[src/rtl/smag_pkg.sv]
package smag_pkg;
  // Magnitude operation selected from the effective sign combination
  typedef enum logic {
    MAG_ADD = 1'b0,
    MAG_SUB = 1'b1
  } mag_op_e;
endpackage

[src/rtl/smag_order.sv]
// Compares two magnitudes and routes the larger one to the hi lane.
module smag_order #(
  parameter int MW = 7
) (
  input  logic [MW-1:0] mag_a,
  input  logic [MW-1:0] mag_b,
  input  logic          sign_a,
  input  logic          sign_b,
  output logic [MW-1:0] mag_hi,
  output logic [MW-1:0] mag_lo,
  output logic          sign_hi
);
  logic a_not_less;

  always_comb begin
    a_not_less = (mag_a >= mag_b);
    if (a_not_less) begin
      mag_hi  = mag_a;
      mag_lo  = mag_b;
      sign_hi = sign_a;
    end else begin
      mag_hi  = mag_b;
      mag_lo  = mag_a;
      sign_hi = sign_b;
    end
  end
endmodule

[src/rtl/smag_magunit.sv]
// Unsigned magnitude adder/subtractor; subtraction assumes hi >= lo.
module smag_magunit
  import smag_pkg::*;
#(
  parameter int MW = 7
) (
  input  logic [MW-1:0] mag_hi,
  input  logic [MW-1:0] mag_lo,
  input  mag_op_e       op,
  output logic [MW-1:0] mag_res,
  output logic          carry
);
  logic [MW:0] wide;

  always_comb begin
    if (op == MAG_ADD) begin
      wide = {1'b0, mag_hi} + {1'b0, mag_lo};
    end else begin
      wide = {1'b0, mag_hi} - {1'b0, mag_lo};
    end
    mag_res = wide[MW-1:0];
    carry   = (op == MAG_ADD) & wide[MW];
  end
endmodule

[src/rtl/smag_pack.sv]
// Joins sign and magnitude into a word, clearing the sign of a zero result.
module smag_pack #(
  parameter int W = 8
) (
  input  logic         sign_in,
  input  logic [W-2:0] mag_in,
  output logic [W-1:0] word_out
);
  logic mag_zero;

  always_comb begin
    mag_zero = (mag_in == '0);
    word_out = {sign_in & ~mag_zero, mag_in};
  end
endmodule

[src/rtl/smag_adder.sv]
module smag_adder
  import smag_pkg::*;
#(
  parameter int W       = 8,
  parameter bit REG_OUT = 1'b1
) (
  input  logic         clk,
  input  logic         rst_n,
  input  logic [W-1:0] a_i,
  input  logic [W-1:0] b_i,
  input  logic         sub_i,
  output logic [W-1:0] sum_o,
  output logic         ovf_o
);
  localparam int MW = W - 1;

  // Operand decode; the subtract control flips the second sign
  logic          sgn_a;
  logic          sgn_b_eff;
  logic [MW-1:0] mag_a;
  logic [MW-1:0] mag_b;
  logic          signs_match;
  mag_op_e       op_sel;

  always_comb begin
    sgn_a       = a_i[W-1];
    sgn_b_eff   = b_i[W-1] ^ sub_i;
    mag_a       = a_i[MW-1:0];
    mag_b       = b_i[MW-1:0];
    signs_match = (sgn_a == sgn_b_eff);
    op_sel      = signs_match ? MAG_ADD : MAG_SUB;
  end

  logic [MW-1:0] mag_hi;
  logic [MW-1:0] mag_lo;
  logic          sign_hi;

  smag_order #(.MW(MW)) u_order (
    .mag_a  (mag_a),
    .mag_b  (mag_b),
    .sign_a (sgn_a),
    .sign_b (sgn_b_eff),
    .mag_hi (mag_hi),
    .mag_lo (mag_lo),
    .sign_hi(sign_hi)
  );

  logic [MW-1:0] mag_res;
  logic          mag_carry;

  smag_magunit #(.MW(MW)) u_magunit (
    .mag_hi (mag_hi),
    .mag_lo (mag_lo),
    .op     (op_sel),
    .mag_res(mag_res),
    .carry  (mag_carry)
  );

  logic res_sign;
  always_comb begin
    res_sign = signs_match ? sgn_a : sign_hi;
  end

  logic [W-1:0] sum_c;
  logic         ovf_c;

  smag_pack #(.W(W)) u_pack (
    .sign_in (res_sign),
    .mag_in  (mag_res),
    .word_out(sum_c)
  );

  assign ovf_c = mag_carry;

  generate
    if (REG_OUT) begin : g_reg
      logic [W-1:0] sum_q, sum_d;
      logic         ovf_q, ovf_d;

      always_comb begin
        sum_d = sum_c;
        ovf_d = ovf_c;
      end

      always_ff @(posedge clk or negedge rst_n) begin
        if (!rst_n) begin
          sum_q <= '0;
          ovf_q <= 1'b0;
        end else begin
          sum_q <= sum_d;
          ovf_q <= ovf_d;
        end
      end

      assign sum_o = sum_q;
      assign ovf_o = ovf_q;
    end else begin : g_comb
      assign sum_o = sum_c;
      assign ovf_o = ovf_c;
    end
  endgenerate
endmodule

[config.mk]
export PLATFORM = sky130hd
export DESIGN_NAME = smag_adder
export DESIGN_NICKNAME = d
export VERILOG_FILES = /design/src/rtl/smag_pkg.sv /design/src/rtl/smag_order.sv /design/src/rtl/smag_magunit.sv /design/src/rtl/smag_pack.sv /design/src/rtl/smag_adder.sv
export SDC_FILE = /design/constraint.sdc
export NUM_CORES = 1
export LEC_CHECK = 0
export ABC_AREA = 1
export CAP_MARGIN = 20
export CORE_MARGIN = 2
export CORE_UTILIZATION = 40
export CTS_BUF_LIST = sky130_fd_sc_hd__clkbuf_4
export DETAILED_ROUTE_END_ITERATION = 7
export DONT_BUFFER_PORTS = 1
export GPL_TIMING_DRIVEN = 0
export PLACE_DENSITY = 0.65
export SYNTH_ARGS = -nofsm -noshare
export SYNTH_HDL_FRONTEND = slang
export SYNTH_HIERARCHICAL = 1
export SYNTH_SLANG_ARGS = --single-unit
export TNS_END_PERCENT = 100
[constraint.sdc]
create_clock -name clk -period 1.2 [get_ports clk]
set_clock_uncertainty 0.15 [all_clocks]
set_input_delay 0.18 -clock clk [delete_from_list [all_inputs] [get_ports clk]]
set_output_delay 0.18 -clock clk [all_outputs]
set_load 0.01 [all_outputs]
# After elaboration in Yosys (flattened, before gate mapping)
# Index checks and enable logic that the tools add are counted.
# totals
n_memories	0
ff_bits	9
mem_bits_ro	0
ram_bits	0
output_inout_bits	9
latchBits	0
# classes
eq_ne	1
bitwise	4
n_mul	0
div	0
order_cmp	1
add_sub_neg	2
shifts	0
n_mux	5
n_reduce_logical	1
# ops
operator	count
$mux W7	2
$add A7 B7 Y8	1
$mux W8	1
$sub A7 B7 Y8	1
$ge A7 B7 Y1	1
$logic_not A7 Y1	1
$and A1 B1 Y1	2
$mux W1	2
$eq A1 B1 Y1	1
$not A1 Y1	1
$xor A1 B1 Y1	1

# Logic depth before layout (Yosys ltp)
# logic_depth
ltp_word	7
ltp_mapped	28
mapped_depth_nobuf	27

# Cells and area by module
# Netlist, hierarchy kept.
# by_module_without_submodules
module	n_inst	area_each_um2	seq_area_each_um2	cells_each
smag_magunit	1	491.7	0.0	89
smag_order	1	435.4	0.0	82
smag_adder	1	285.3	225.2	23
smag_pack	1	86.3	0.0	16

# Least setup slack after synthesis
# No wires, ideal clock.
# synth_path
path_type	input to register
startpoint	input port b_i[6]
endpoint	register g_reg.sum_q[7], in the netlist sum_o[7]
required_time_ps	935
path_stages	22
setup_slack_ps	-1813
t_arrival_ps	2747
setup_time_ps	115
path_cell_list	inv_1 ha_1 nand2_1 nand2_1 a21oi_4 nand2_4 buf_6 nand2_1 nand2_1 nor3_2 nor2_1 xor2_1 inv_1 ha_1 a21oi_1 or2_1 nand4_1 nand2_1 nor2_1 nand2_1 nor2_1 nor2_1
# synth_via
elab_chain_cells	7
# synth_rtl
element	line	source
start, declared	smag_adder.sv:10	input logic [W-1:0] b_i,
$ge A7 B7 Y1 (*)	smag_order.sv:16	a_not_less = (mag_a >= mag_b);
$mux W7 (*)	smag_order.sv:17	if (a_not_less) begin
net mag_lo[2]	smag_adder.sv:35	logic [MW-1:0] mag_lo;
$sub A7 B7 Y8 / $add A7 B7 Y8 (equally long branches)	smag_magunit.sv:19, smag_magunit.sv:17	
$mux W8 (*)	smag_magunit.sv:16	if (op == MAG_ADD) begin
net mag_res[6]	smag_adder.sv:48	logic [MW-1:0] mag_res;
$logic_not A7 Y1 (*)	smag_pack.sv:12	mag_zero = (mag_in == '0);
$not A1 Y1 (*)	smag_pack.sv:13	word_out = {sign_in & ~mag_zero, mag_in};
$and A1 B1 Y1 (*)	smag_pack.sv:13	
net g_reg.sum_d[7]	smag_adder.sv:77	logic [W-1:0] sum_q, sum_d;
end signal, assigned	smag_adder.sv:90	sum_q <= sum_d;
end, declared	smag_adder.sv:77	
# Mark *: on every way through the listed nets, which the timed path passes. The rest lies on a longest branch.

# Worst setup path in the final report
# layout_path
startpoint	input port b_i[2]
endpoint	register g_reg.sum_q[7], in the netlist sum_o[7]
# Same word-level chain as after synthesis.

==> impl_metrics.csv <==
group,metric,value,unit
yosys,yosysSeqAreaShare,0.173,
floorplanning,dieWidth,61.0,um
pwr,power_density,1400,nW/um^2
worst_setup_path,critical_path_class,"primary input to register",
timing,fin_crit_sh,2.34,
yosys,syn_area_per_cell,6.18,um^2
floorplanning,dieArea,3720,um^2
cells_and_area,multiInputGateArea,1240,um^2
timing,setup_viol,9,
worst_setup_path,endpoint_kind,"register",
yosys,ys_seq_elements,9,
cells_and_area,layout_common_cells,"nand2_1 (47), buf_4 (26), inv_1 (21), nand2_2 (21), nand3_1 (19)",
place,placed_cells,254,
floorplanning,core,3080,um^2
cells_and_area,layout.nets,281,
run_status,violations,"negative setup slack",
routing,drc,0,
cells_and_area,antenna_cells,0,
routing,dr_total_vias,1393,
yosys,synth_cell_types,24,
pwr,leakagePower,1.06,nW
pwr,internal-power,0.00173,W
floorplanning,die_h,61.0,um
cells_and_area,fin_cells,289,
worst_setup_path,worstSetupStartpointType,"primary input",
yosys,synth_top_area_frac,0.202,
cells_and_area,layout-drive-gt1-share,0.502,
timing,rsz0062_at_grt,"true",
place,placed_area,1570,um^2
clocking,ctsHtreeMaxLevel,1,
worst_setup_path,cp_max_fo,6,
pwr,clock_power_share,0.083,
yosys,synth_top_cell_by_area,"nand2_1",
pwr,p_seq_frac,0.185,
job,drv_cap,0,
cells_and_area,area_growth,61.8,%
cells_and_area,num-fill-cells,244,
timing,worstMarginPinSlew,0.391,ns
timing,finalCriticalPeriod,2.81,ns
yosys,synth_warnings,6,
pwr,power,0.00295,W
timing,slew-limit-headroom,0.739,
cells_and_area,area.sequential,225,um^2
routing,post_drt_wl_per_cell,11.3,um
grt,grt_usage,0.185,
place,dp_hpwl,2.27,mm
routing,ant_nets,0,
worst_setup_path,required,1.20,ns
pwr,pwr-share-comb,0.732,
pwr,p_switching,0.00122,W
clocking,clock_sinks,9,
clocking,cts_buffers,3,
timing,fmax,356,MHz
clocking,cts_tree,"yes",
yosys,syn_area,1300,um^2
floorplanning,start_util,0.422,
yosys,netlist_top_cells_area,"nand2_1 (20%), dfrtp_1 (17%), ha_1 (14%)",
yosys,netlist_instances,210,
pwr,vdd_ir_drop_max,576,uV
timing,final_hold_viol_count,0,
floorplanning,rows,20,
run_status,outcome,"complete, but fails checks",
clocking,cts_root_buf,"clkbuf_4",
routing,routed_wl,3.27,mm
min_path,worst_hold_path_type,"primary input to register",
grt,grt_max_degree,11,
worst_setup_path,crit_arrival,2.80,ns
grt,grt_antenna_before_repair,0,
timing,postLayoutSetupSlackWorst,-1.61,ns
routing,drt_first_pass_iters,4,
cells_and_area,final_common_cell,"nand2_1",
place,gp_congestion,0.802,
routing,drt-initial-drc-count,35,
cells_and_area,stdcell_area,2100,um^2
pwr,p_sw_frac,0.413,
grt,grt_pass1_wl,5.38,mm
timing,whs,0.105,ns
grt,grt_pass1_vias,1316,
routing,via_per_inst,4.82,
grt,overflow,0,
place,numPortBuffers,0,
clocking,clk_pin_slew_worst_paths,0.06,ns
yosys,syn_nets,245,
timing,slew_viol_final,0,
clocking,cts_buffer_depth,2,
floorplanning,ioPinCount,28,
[cells in the mapped netlist]
master / count
ha_1: 15
nand4_1: 3
nor2_1: 14
or2_2: 1
nand2_4: 1
nand3b_1: 1
and2_1: 2
fa_1: 1
buf_4: 7
a21oi_4: 1
a21oi_1: 7
o21ai_0: 3
inv_2: 1
dfrtp_1: 9
xnor2_1: 2
nand2_1: 70
inv_1: 36
buf_6: 2
nor3_2: 1
nand2_2: 4
nand3_1: 23
or2_1: 1
buf_2: 1
xor2_1: 4
[logic make-up (layout without fill, tap and decap cells)]
group,count (synthesis),in the layout,share of synthesized area
fa+ha+maj,16,16,0.160
simple gates,121,121,0.407
buf+inv,47,82,0.169
xor+xnor,6,6,0.0405
flops,9,9,0.173
compound gates,11,11,0.0511
[stage by stage]
step | setup WS, ns | TNS [ns] | utilization
6_report | -1.61 | -11.18 | 0.683
3_3_place_gp | -1.93 | -13.16 | 0.510
3_5_place_dp | -1.97 | -13.45 | 0.510
5_1_grt | -1.79 | -12.32 | 0.683
4_1_cts | -1.45 | -9.92 | 0.606
2_1_floorplan | -1.66 | -11.50 | -
[flip-flops by register name, summed over array words and instances (netlist names)]
| register | flops |
|---|---|
| ovf_o | 1 |
| sum_o | 8 |
[cell type report]
type | instances | area share
clock buffers | 4 | 0.0143
repair buffers | 32 | 0.137
inverters | 37 | 0.0851
plain buffers | 9 | 0.0411
multi-input cells | 154 | 0.589
flip-flops and latches | 9 | 0.107
well taps | 44 | 0.0262
[layer usage]
metal  global-route usage  vias up  part of all wire
met2                0.341       27              0.53
li1                     -      723                 -
met3               0.0362        4             0.035
met1                0.233      639              0.42
met5                    0        -                 0
met4               0.0124        0            0.0076
[final timing paths]
path | startpoint | endpoint | depth (start not counted)
max | b_i[2] | sum_o[7]$_DFF_PN0_ | 26
min | a_i[7] | sum_o[7]$_DFF_PN0_ | 6
max in group asynchronous | rst_n | ovf_o$_DFF_PN0_ | 1
min in group asynchronous | rst_n | sum_o[2]$_DFF_PN0_ | 1
[repair_timing]
item,CTS,global route
hold buffers,1,0
pin swaps,32,40
endpoints found under the hold margin,9,0
gates resized for setup,32,36
setup endpoints to repair,9,9
setup buffers,19,13
[worst max-delay path, cell delays in order]
cell and delay, ns:
inv_12 0.01, ha_4 0.26, nand2_2 0.05, inv_2 0.04
nand2_2 0.05, nand2_2 0.07, nand2_4 0.10, buf_6 0.14
buf_6 0.11, nand3_4 0.05, nand2_4 0.07, inv_4 0.06
ha_4 0.15, a21oi_2 0.03, o21ai_1 0.10, o21ai_2 0.07
ha_1 0.32, or2_4 0.27, nand4_1 0.12, nand2_1 0.07
nand2_1 0.07, nand2_2 0.07, nor2_2 0.13, nand2_1 0.06
nor2_1 0.10, nor2_1 0.05
[power groups by stage]
stage          Sequential [W]  Clock (W)  Combinational (W)
6_report             0.000545   0.000246            0.00216
5_1_grt              0.000565   0.000277            0.00239
4_1_cts              0.000549   0.000255            0.00174
3_5_place_dp         0.000555          0            0.00141
3_3_place_gp         0.000553          0            0.00138
2_1_floorplan        0.000541          0            0.00121
(Power assumes the default switching activity.)
